### config.mk
export PLATFORM = sky130hd
export DESIGN_NAME = byte_word_bridge
export DESIGN_NICKNAME = d
export VERILOG_FILES = /design/src/rtl/bwb_pkg.sv /design/src/rtl/bwb_ctrl.sv /design/src/rtl/bwb_datapath.sv /design/src/rtl/byte_word_bridge.sv
export SDC_FILE = /design/constraint.sdc
export NUM_CORES = 1
export LEC_CHECK = 0
export CAP_MARGIN = 25
export CORE_UTILIZATION = 39
export DETAILED_ROUTE_END_ITERATION = 7
export PLACE_DENSITY = 0.81
export SLEW_MARGIN = 20
export SYNTH_ARGS = -nofsm -noshare
export SYNTH_HDL_FRONTEND = slang
export SYNTH_SLANG_ARGS = --single-unit
### constraint.sdc
create_clock -name clk -period 3.8 [get_ports clk]
set_clock_uncertainty 0.05 [all_clocks]
set_input_delay 0.76 -clock clk [delete_from_list [all_inputs] [get_ports clk]]
set_output_delay 0.76 -clock clk [all_outputs]
set_load 0.02 [all_outputs]
### src/rtl/bwb_pkg.sv
package bwb_pkg;
  typedef enum logic [2:0] {
    ST_IDLE,
    ST_READ_REQ,
    ST_READ_WAIT,
    ST_WRITE_BACK,
    ST_RESPOND
  } bwb_state_e;
endpackage

### src/rtl/bwb_ctrl.sv
module bwb_ctrl
  import bwb_pkg::*;
(
  input  logic clk,
  input  logic rst_n,
  input  logic req_valid,
  input  logic is_write,
  input  logic mem_gnt,
  input  logic mem_rvalid,
  output logic req_ready,
  output logic accept,
  output logic word_load,
  output logic mem_req,
  output logic mem_we,
  output logic rsp_valid
);

  bwb_state_e state_q, state_d;

  always_comb begin
    state_d = state_q;
    case (state_q)
      ST_IDLE:       if (req_valid) state_d = ST_READ_REQ;
      ST_READ_REQ:   if (mem_gnt) state_d = ST_READ_WAIT;
      ST_READ_WAIT:  if (mem_rvalid) state_d = is_write ? ST_WRITE_BACK : ST_RESPOND;
      ST_WRITE_BACK: if (mem_gnt) state_d = ST_RESPOND;
      ST_RESPOND:    state_d = ST_IDLE;
      default:       state_d = ST_IDLE;
    endcase
  end

  always_ff @(posedge clk or negedge rst_n) begin
    if (!rst_n) state_q <= ST_IDLE;
    else        state_q <= state_d;
  end

  assign req_ready = (state_q == ST_IDLE);
  assign accept    = req_ready && req_valid;
  assign word_load = (state_q == ST_READ_WAIT) && mem_rvalid;
  assign mem_req   = (state_q == ST_READ_REQ) || (state_q == ST_WRITE_BACK);
  assign mem_we    = (state_q == ST_WRITE_BACK);
  assign rsp_valid = (state_q == ST_RESPOND);

endmodule

### src/rtl/bwb_datapath.sv
module bwb_datapath #(
  parameter int WORD_BITS = 64,
  parameter int ADDR_BITS = 16
) (
  input  logic                 clk,
  input  logic                 rst_n,
  input  logic                 accept,
  input  logic                 word_load,
  input  logic [ADDR_BITS-1:0] req_addr,
  input  logic                 req_write,
  input  logic [7:0]           req_wdata,
  input  logic [WORD_BITS-1:0] mem_rdata,
  output logic                 is_write,
  output logic [ADDR_BITS-1:0] word_addr,
  output logic [WORD_BITS-1:0] patched,
  output logic [7:0]           lane_byte
);

  localparam int BYTES = WORD_BITS / 8;
  localparam int LB    = $clog2(BYTES);

  logic [ADDR_BITS-1:0] addr_q;
  logic [7:0]           byte_q;
  logic                 wr_q;
  logic [WORD_BITS-1:0] word_q;
  logic [LB-1:0]        lane;

  always_ff @(posedge clk or negedge rst_n) begin
    if (!rst_n) begin
      addr_q <= '0;
      byte_q <= '0;
      wr_q   <= 1'b0;
    end else if (accept) begin
      addr_q <= req_addr;
      byte_q <= req_wdata;
      wr_q   <= req_write;
    end
  end

  always_ff @(posedge clk or negedge rst_n) begin
    if (!rst_n)         word_q <= '0;
    else if (word_load) word_q <= mem_rdata;
  end

  assign lane      = addr_q[LB-1:0];
  assign is_write  = wr_q;
  assign word_addr = {addr_q[ADDR_BITS-1:LB], {LB{1'b0}}};
  assign lane_byte = word_q[{lane, 3'b000} +: 8];

  for (genvar g = 0; g < BYTES; g++) begin : g_lane
    assign patched[8*g +: 8] = (lane == LB'(g)) ? byte_q : word_q[8*g +: 8];
  end

endmodule

### src/rtl/byte_word_bridge.sv
module byte_word_bridge #(
  parameter int WORD_BITS = 64,
  parameter int ADDR_BITS = 16
) (
  input  logic                 clk,
  input  logic                 rst_n,
  input  logic                 req_valid,
  output logic                 req_ready,
  input  logic [ADDR_BITS-1:0] req_addr,
  input  logic                 req_write,
  input  logic [7:0]           req_wdata,
  output logic                 rsp_valid,
  output logic [7:0]           rsp_rdata,
  output logic                 mem_req,
  input  logic                 mem_gnt,
  output logic                 mem_we,
  output logic [ADDR_BITS-1:0] mem_addr,
  output logic [WORD_BITS-1:0] mem_wdata,
  input  logic                 mem_rvalid,
  input  logic [WORD_BITS-1:0] mem_rdata
);

  logic accept, word_load, is_write;
  logic [7:0] lane_byte;

  bwb_ctrl u_ctrl (
    .clk        (clk),
    .rst_n      (rst_n),
    .req_valid  (req_valid),
    .is_write   (is_write),
    .mem_gnt    (mem_gnt),
    .mem_rvalid (mem_rvalid),
    .req_ready  (req_ready),
    .accept     (accept),
    .word_load  (word_load),
    .mem_req    (mem_req),
    .mem_we     (mem_we),
    .rsp_valid  (rsp_valid)
  );

  bwb_datapath #(.WORD_BITS(WORD_BITS), .ADDR_BITS(ADDR_BITS)) u_dp (
    .clk       (clk),
    .rst_n     (rst_n),
    .accept    (accept),
    .word_load (word_load),
    .req_addr  (req_addr),
    .req_write (req_write),
    .req_wdata (req_wdata),
    .mem_rdata (mem_rdata),
    .is_write  (is_write),
    .word_addr (mem_addr),
    .patched   (mem_wdata),
    .lane_byte (lane_byte)
  );

  assign rsp_rdata = (rsp_valid && !is_write) ? lane_byte : 8'h00;

endmodule

==> results_dict.tcl, run 1 <==
set metrics [dict create \
    rsz0062_at_grt "no" \
    area_delta_synth_final_pct 38.51 \
    ir_worst_vdd_mv 0.4812 \
    insertion_delay_ns 0.35 \
    layout-drive-gt1-share_pct 33.15 \
    p_leak_uw 0.003128 \
    vias_per_cell 5.068 \
    max_slew_margin_pct 57.29 \
    drt-initial-drc-count 148 \
    synth_edf_count 0 \
    fin_crit_ns 3.510 \
    cts_buffers 9 \
    clock-sinks 92 \
    synth_top_family_by_area "multiplexers" \
    grt.overflow.total 0 \
    yosysMostFrequentCell "dfrtp_1" \
    start_util_pct 40.17 \
    grtUsageTotal_pct 21.65 \
    crit_slowest_cell "nor2b_1" \
    finalSetupViolCount 0 \
    worstPathCellList "nor2b_1 -> nor2b_1 -> buf_4 -> mux2_1 -> clkdlybuf4s50_1" \
    endpoint_kind "primary output" \
    crit_arrival_ns 2.70 \
    tightest_slew_ns 0.6393 \
    synthAdderAreaFrac_pct 0 \
    dpl.hpwl_um 10830 \
    antenna_found_initial 0 \
    multi_input_area_sq_um 2673 \
    slowest_delay_ns 0.57 \
    num_vias 3644 \
    yosys.area_share.xor_xnor_pct 0.1634 \
    synth_compound_area_share_pct 3.244 \
    die_w_um 119.3 \
    syn_area_per_cell_sq_um 14.34 \
    ant_nets 0 \
    post_cts_buffers 0 \
    wirelength_um 14860 \
    grt_pass1_wl_um 23050 \
    yosys.area_share.simple_pct 3.921 \
    core.rowCount 42 \
    ys_types 30 \
    cts_hold_buf 0 \
    grt_max_degree 65 \
    crit_family "simple AND/OR/NAND/NOR gates" \
    cts_tree "built" \
    fin_nets 632 \
    synth_seq_cells 92 \
    fin_total_pwr_uw 7352 \
    clk_path_buf_depth 2 \
    portBuffers 182 \
    syn_inst 374 \
    antenna_cells 0 \
    dr.pass1.iters 4 \
    drv_slew 0 \
    htreeDepth 3 \
    synth.mux.area_fraction_pct 42.31 \
    synth_flop_cell "dfrtp_1" \
    synth.largest_area_cell "dfrtp_1" \
    ys_top_cells_by_area "dfrtp_1 43%, mux2_2 18%, mux2_4 17%" \
    cpMostUsedCell "nor2b_1" \
    maxCapViolations 0 \
    post_drt_wl_per_cell_um 20.66 \
    status "complete, no violations" \
    p_per_area_nw_per_um2 990.0 \
    cts-root-buf "clkbuf_16" \
    crit_buf_inv 2 \
    setup.worst_path.class "reg2out" \
    syn_area_sq_um 5361 \
    place.gp.congestion 0.8017 \
    holdCritPathClass "in2async" \
    die_area_sq_um 14220 \
    final_hold_viol_count 0 \
    async_reset_ff_share_pct 100.0 \
    ys_top_cells_by_count "92 x dfrtp_1, 86 x mux2_2, 60 x mux2_4" \
    n_fill_cell 1137 \
    fin_crit_sh_pct 92.37 \
    clk_pin_slew_worst_paths_ns 0.07 \
    die_h_um 119.3 \
    yosys_warnings 0 \
    cp_max_fo 10 \
    seq_area_sq_um 2303 \
    synth_top_area_share_pct 42.94 \
    ys_seq_area_share_pct 42.94 \
    setup_tns_ns 0 \
    first_global_vias 4076 \
    critPathLaunchType "register" \
    drc 0 \
    cts_resized 0 \
    cp.required_ns 2.99 \
    core-area_sq_um 13350 \
    io_pins 186 \
    clock.fmax_ghz 0.2849 \
]
sequential cells by signal (all words and copies together), names as in the netlist:
name / flops
u_dp.is_write: 1
u_dp.addr_q: 16
u_ctrl.state_q: 3
u_dp.byte_q: 8
u_dp.word_q: 64
cell type report:
cell class	instances	share of cell area [%]
Clock buffer	11	3.269
Clock inverter	5	0.8088
Timing Repair Buffer	191	25.85
Tap cell	176	2.965
Inverter	2	0.1011
Sequential cell	92	31.02
Multi-Input combinational cell	242	35.99
power breakdown:
part,total (uW),internal [uW],switching [uW],leakage (uW)
Clock,926,531,395,0.000146
Combinational,4380,2440,1940,0.00188
Sequential,2040,1480,562,0.00110
path summary, 6_finish.rpt:
check                           cells after the start         endpoint              start  slack (ns)
worst max-delay path                                5    mem_wdata[38]     u_dp.addr_q[2]        0.29
worst min-delay path                                1  u_dp.word_q[60]              rst_n        0.35
worst max register to register                      4   u_dp.byte_q[7]  u_ctrl.state_q[0]        1.67
worst min register to register                      1   u_dp.addr_q[4]     u_dp.addr_q[4]        0.46
max in group asynchronous                           3   u_dp.addr_q[5]              rst_n        2.54
min in group clk                                    1   u_dp.addr_q[4]     u_dp.addr_q[4]        0.46
per-stage QoR:
| stage | instance area, sq um | utilization (%) | setup WS, ns | std cells | hold slack, ns |
|---|---|---|---|---|---|
| after floorplan | 5369 | - | 1.413 | 376 | 0.4144 |
| after global placement | 7096 | 53.16 | 0.7686 | 702 | 0.4402 |
| after detailed placement | 7123 | 53.37 | 0.6732 | 703 | 0.4447 |
| after CTS | 7426 | 55.63 | 0.2773 | 719 | 0.3595 |
| after global routing | 7426 | 55.63 | 0.1119 | 719 | 0.3913 |
| final | 7426 | 55.63 | 0.2900 | 719 | 0.3545 |
routing by layer:
layer	track usage, %	vias to the layer above	part of all wire, %
met5	0	-	0
met4	7.120	0	2.3
met3	7.088	27	7.1
met2	34.08	166	47
met1	27.93	1781	44
li1	-	1670	-
logic make-up (layout without fill, tap and decap cells):
family                 count (synthesis)  count (layout)
AO/OA/AOI/OAI                         21              21
XOR/XNOR                               1               1
buffers and inverters                 42             209
flip-flops                            92              92
multiplexers                         185             185
other                                  1               3
AND/OR/NAND/NOR                       32              32
cell usage in the layout, fill, tap and decap left out, types with 2 or more instances in the layout:
cell,count
clkdlybuf4s50_1,181
dfrtp_1,91
mux2_2,86
mux2_4,60
mux2i_1,32
a22o_1,16
nor3_1,10
clkbuf_16,9
buf_4,8
mux2_1,7
nor2b_1,5
and2_1,4
nand2_2,3
a21oi_1,3
conb_1,3
nand3_1,2
nor3b_1,2
Note: power is estimated with default switching activity, not from simulation.
==> run 2: changes to the inputs <==
--- a/config.mk
+++ b/config.mk
@@ -6,6 +6,7 @@
 export NUM_CORES = 1
 export LEC_CHECK = 0
 export CAP_MARGIN = 25
+export CORE_MARGIN = 3
 export CORE_UTILIZATION = 39
 export DETAILED_ROUTE_END_ITERATION = 7
 export PLACE_DENSITY = 0.81
==> run 2 against run 1 <==
First-iteration DRC count increased by 36%. Die area increased by 6.8%. Global-route usage decreased by 1.5 points. Critical path depth unchanged. Register-to-register slack about the same. Non-clock buffer count unchanged. Cell area decreased by 0.37%. Maximum frequency decreased by 1.8%. Clock-buffer cell count increased by 1. Utilization decreased by 0.21 points.
==> results_dict.tcl, run 2 (synthesized netlist as in run 1, its figures left out) <==
set metrics [dict create \
    status "complete, no violations" \
    crit_slowest_cell "dfrtp_2" \
    drc 0 \
    post_drt_wl_per_cell_um 20.92 \
    drt-initial-drc-count 201 \
    clock-sinks 92 \
    largest_registers "u_dp.word_q: 64 flops, u_dp.addr_q: 16 flops, u_dp.byte_q: 8 flops" \
    start_util_pct 40.17 \
    insertion_delay_ns 0.35 \
    holdCritPathClass "in2async" \
    grtUsageTotal_pct 20.15 \
    maxCapViolations 0 \
    max_slew_margin_pct 51.85 \
    dp.cells 703 \
    dpl.hpwl_um 11150 \
    drv_slew 0 \
    worstPathCellList "buf_4 -> mux2i_1 -> a22o_1 -> nor3_1 -> clkdlybuf4s50_1" \
    place.gp.congestion 0.8628 \
    die_w_um 123.3 \
    grt_max_degree 65 \
    cts_hold_buf 0 \
    cts_resized 0 \
    final_common_cell "clkdlybuf4s50_1" \
    n_fill_cell 1129 \
    antenna_found_initial 1 \
    fin_nets 632 \
    post_cts_buffers 0 \
    vias_per_cell 5.035 \
    grt_pass1_wl_um 22570 \
    crit_arrival_ns 2.76 \
    fin_crit_sh_pct 94.05 \
    largest_register_ffs 64 \
    cts_buffers 9 \
    p_per_area_nw_per_um2 989.7 \
    final_hold_viol_count 0 \
    area_delta_synth_final_pct 37.99 \
    cts_tree "built" \
    wirelength_um 15040 \
    cp_max_fo 25 \
    critPathLaunchType "register" \
    portBuffers 182 \
    io_pins 186 \
    endpoint_kind "primary output" \
    design_area_sq_um 7398 \
    ant_nets 0 \
    die_h_um 123.3 \
    setup.worst_path.class "reg2out" \
    clock.fmax_ghz 0.2798 \
    place_area_sq_um 7103 \
    htreeDepth 3 \
    slowest_delay_ns 0.84 \
    clk_path_buf_depth 2 \
    mostFrequentLayoutCells "181 x clkdlybuf4s50_1, 91 x dfrtp_1, 86 x mux2_2" \
    antenna_cells 0 \
    reg2reg_setup_slack_ns 1.67 \
    finalSetupViolCount 0 \
    dr.pass1.iters 4 \
    critPathLaunch "u_dp.addr_q[0]" \
    grt.overflow.total 0 \
    first_global_vias 3894 \
    die_area_sq_um 15190 \
    fin_crit_ns 3.574 \
    setup_tns_ns 0 \
    p_leak_uw 0.003120 \
    tightest_slew_ns 0.7222 \
    rsz0062_at_grt "no" \
    cts-root-buf "clkbuf_16" \
    final_cells 719 \
    largest-register "u_dp.word_q" \
    cp.required_ns 2.99 \
    timing.rr.start "u_ctrl.state_q[0]" \
    clk_pin_slew_worst_paths_ns 0.06 \
    ir_worst_vdd_mv 0.7388 \
    num_vias 3620 \
    core-area_sq_um 13350 \
    layout-drive-gt1-share_pct 32.97 \
    core.rowCount 42 \
]
[run 2: cell count changes in the layout (fill, tap and decap cells not counted)]
cell	change
buf_16	-1
buf_4	+1
clkbuf_1	+1
clkinv_2	+1
clkinvlp_4	-1
inv_6	-1
[run 2: stage by stage]
step           hold WS [ns]  power [uW]  utilization [%]  setup slack, ns
6_report             0.3557        7322            55.43           0.2262
5_1_grt              0.3882        7716            55.43          0.08679
4_1_cts              0.3609        7392            55.43           0.2123
3_5_place_dp         0.4494        6443            53.22           0.6057
3_3_place_gp         0.4410        6369            53.22           0.6568
2_1_floorplan        0.4144        4819                -            1.413
[run 2: area by class of cell]
cell class              count  area (sq um)  share of cell area, %
multi-input cells         242          2673                  36.12
flip-flops and latches     92          2303                  31.13
repair buffers            191          1899                  25.67
clock buffers              12         246.5                  3.332
well taps                 176         220.2                  2.976
clock inverters             4         48.80                 0.6596
inverters                   2         7.507                 0.1015
[run 2: routing by layer]
metal	global-route usage, %	wire length, um
met3	6.862	1056
met5	0	13
met1	26.91	6751
met2	31.50	7024
met4	5.190	194
[run 2: worst max-delay path, delay by kind of cell, from the launching register on]
kind	cells	cell delay, ns
AOI/OAI and AO/OA	1	0.26
and+or+nand+nor	1	0.20
buffers and inverters	2	1.00
muxes	1	0.10
DFF	1	0.84
[run 2: power breakdown]
group | leakage, uW | internal [uW] | switching, uW | total [uW]
logic | 0.00188 | 2440 | 1870 | 4310
clock network | 0.000147 | 527 | 377 | 904
registers | 0.00110 | 1480 | 630 | 2110
total | 0.00312 | 4450 | 2870 | 7320
[run 2: final timing paths]
| kind | cells after the start | to |
|---|---|---|
| worst max-delay path | 5 | rsp_rdata[0] |
| worst min-delay path | 1 | u_dp.word_q[51] |
| worst max register to register | 4 | u_dp.addr_q[7] |
| worst min register to register | 1 | u_dp.addr_q[5] |
| max in group asynchronous | 2 | u_dp.word_q[12] |
| min in group clk | 1 | u_dp.addr_q[5] |
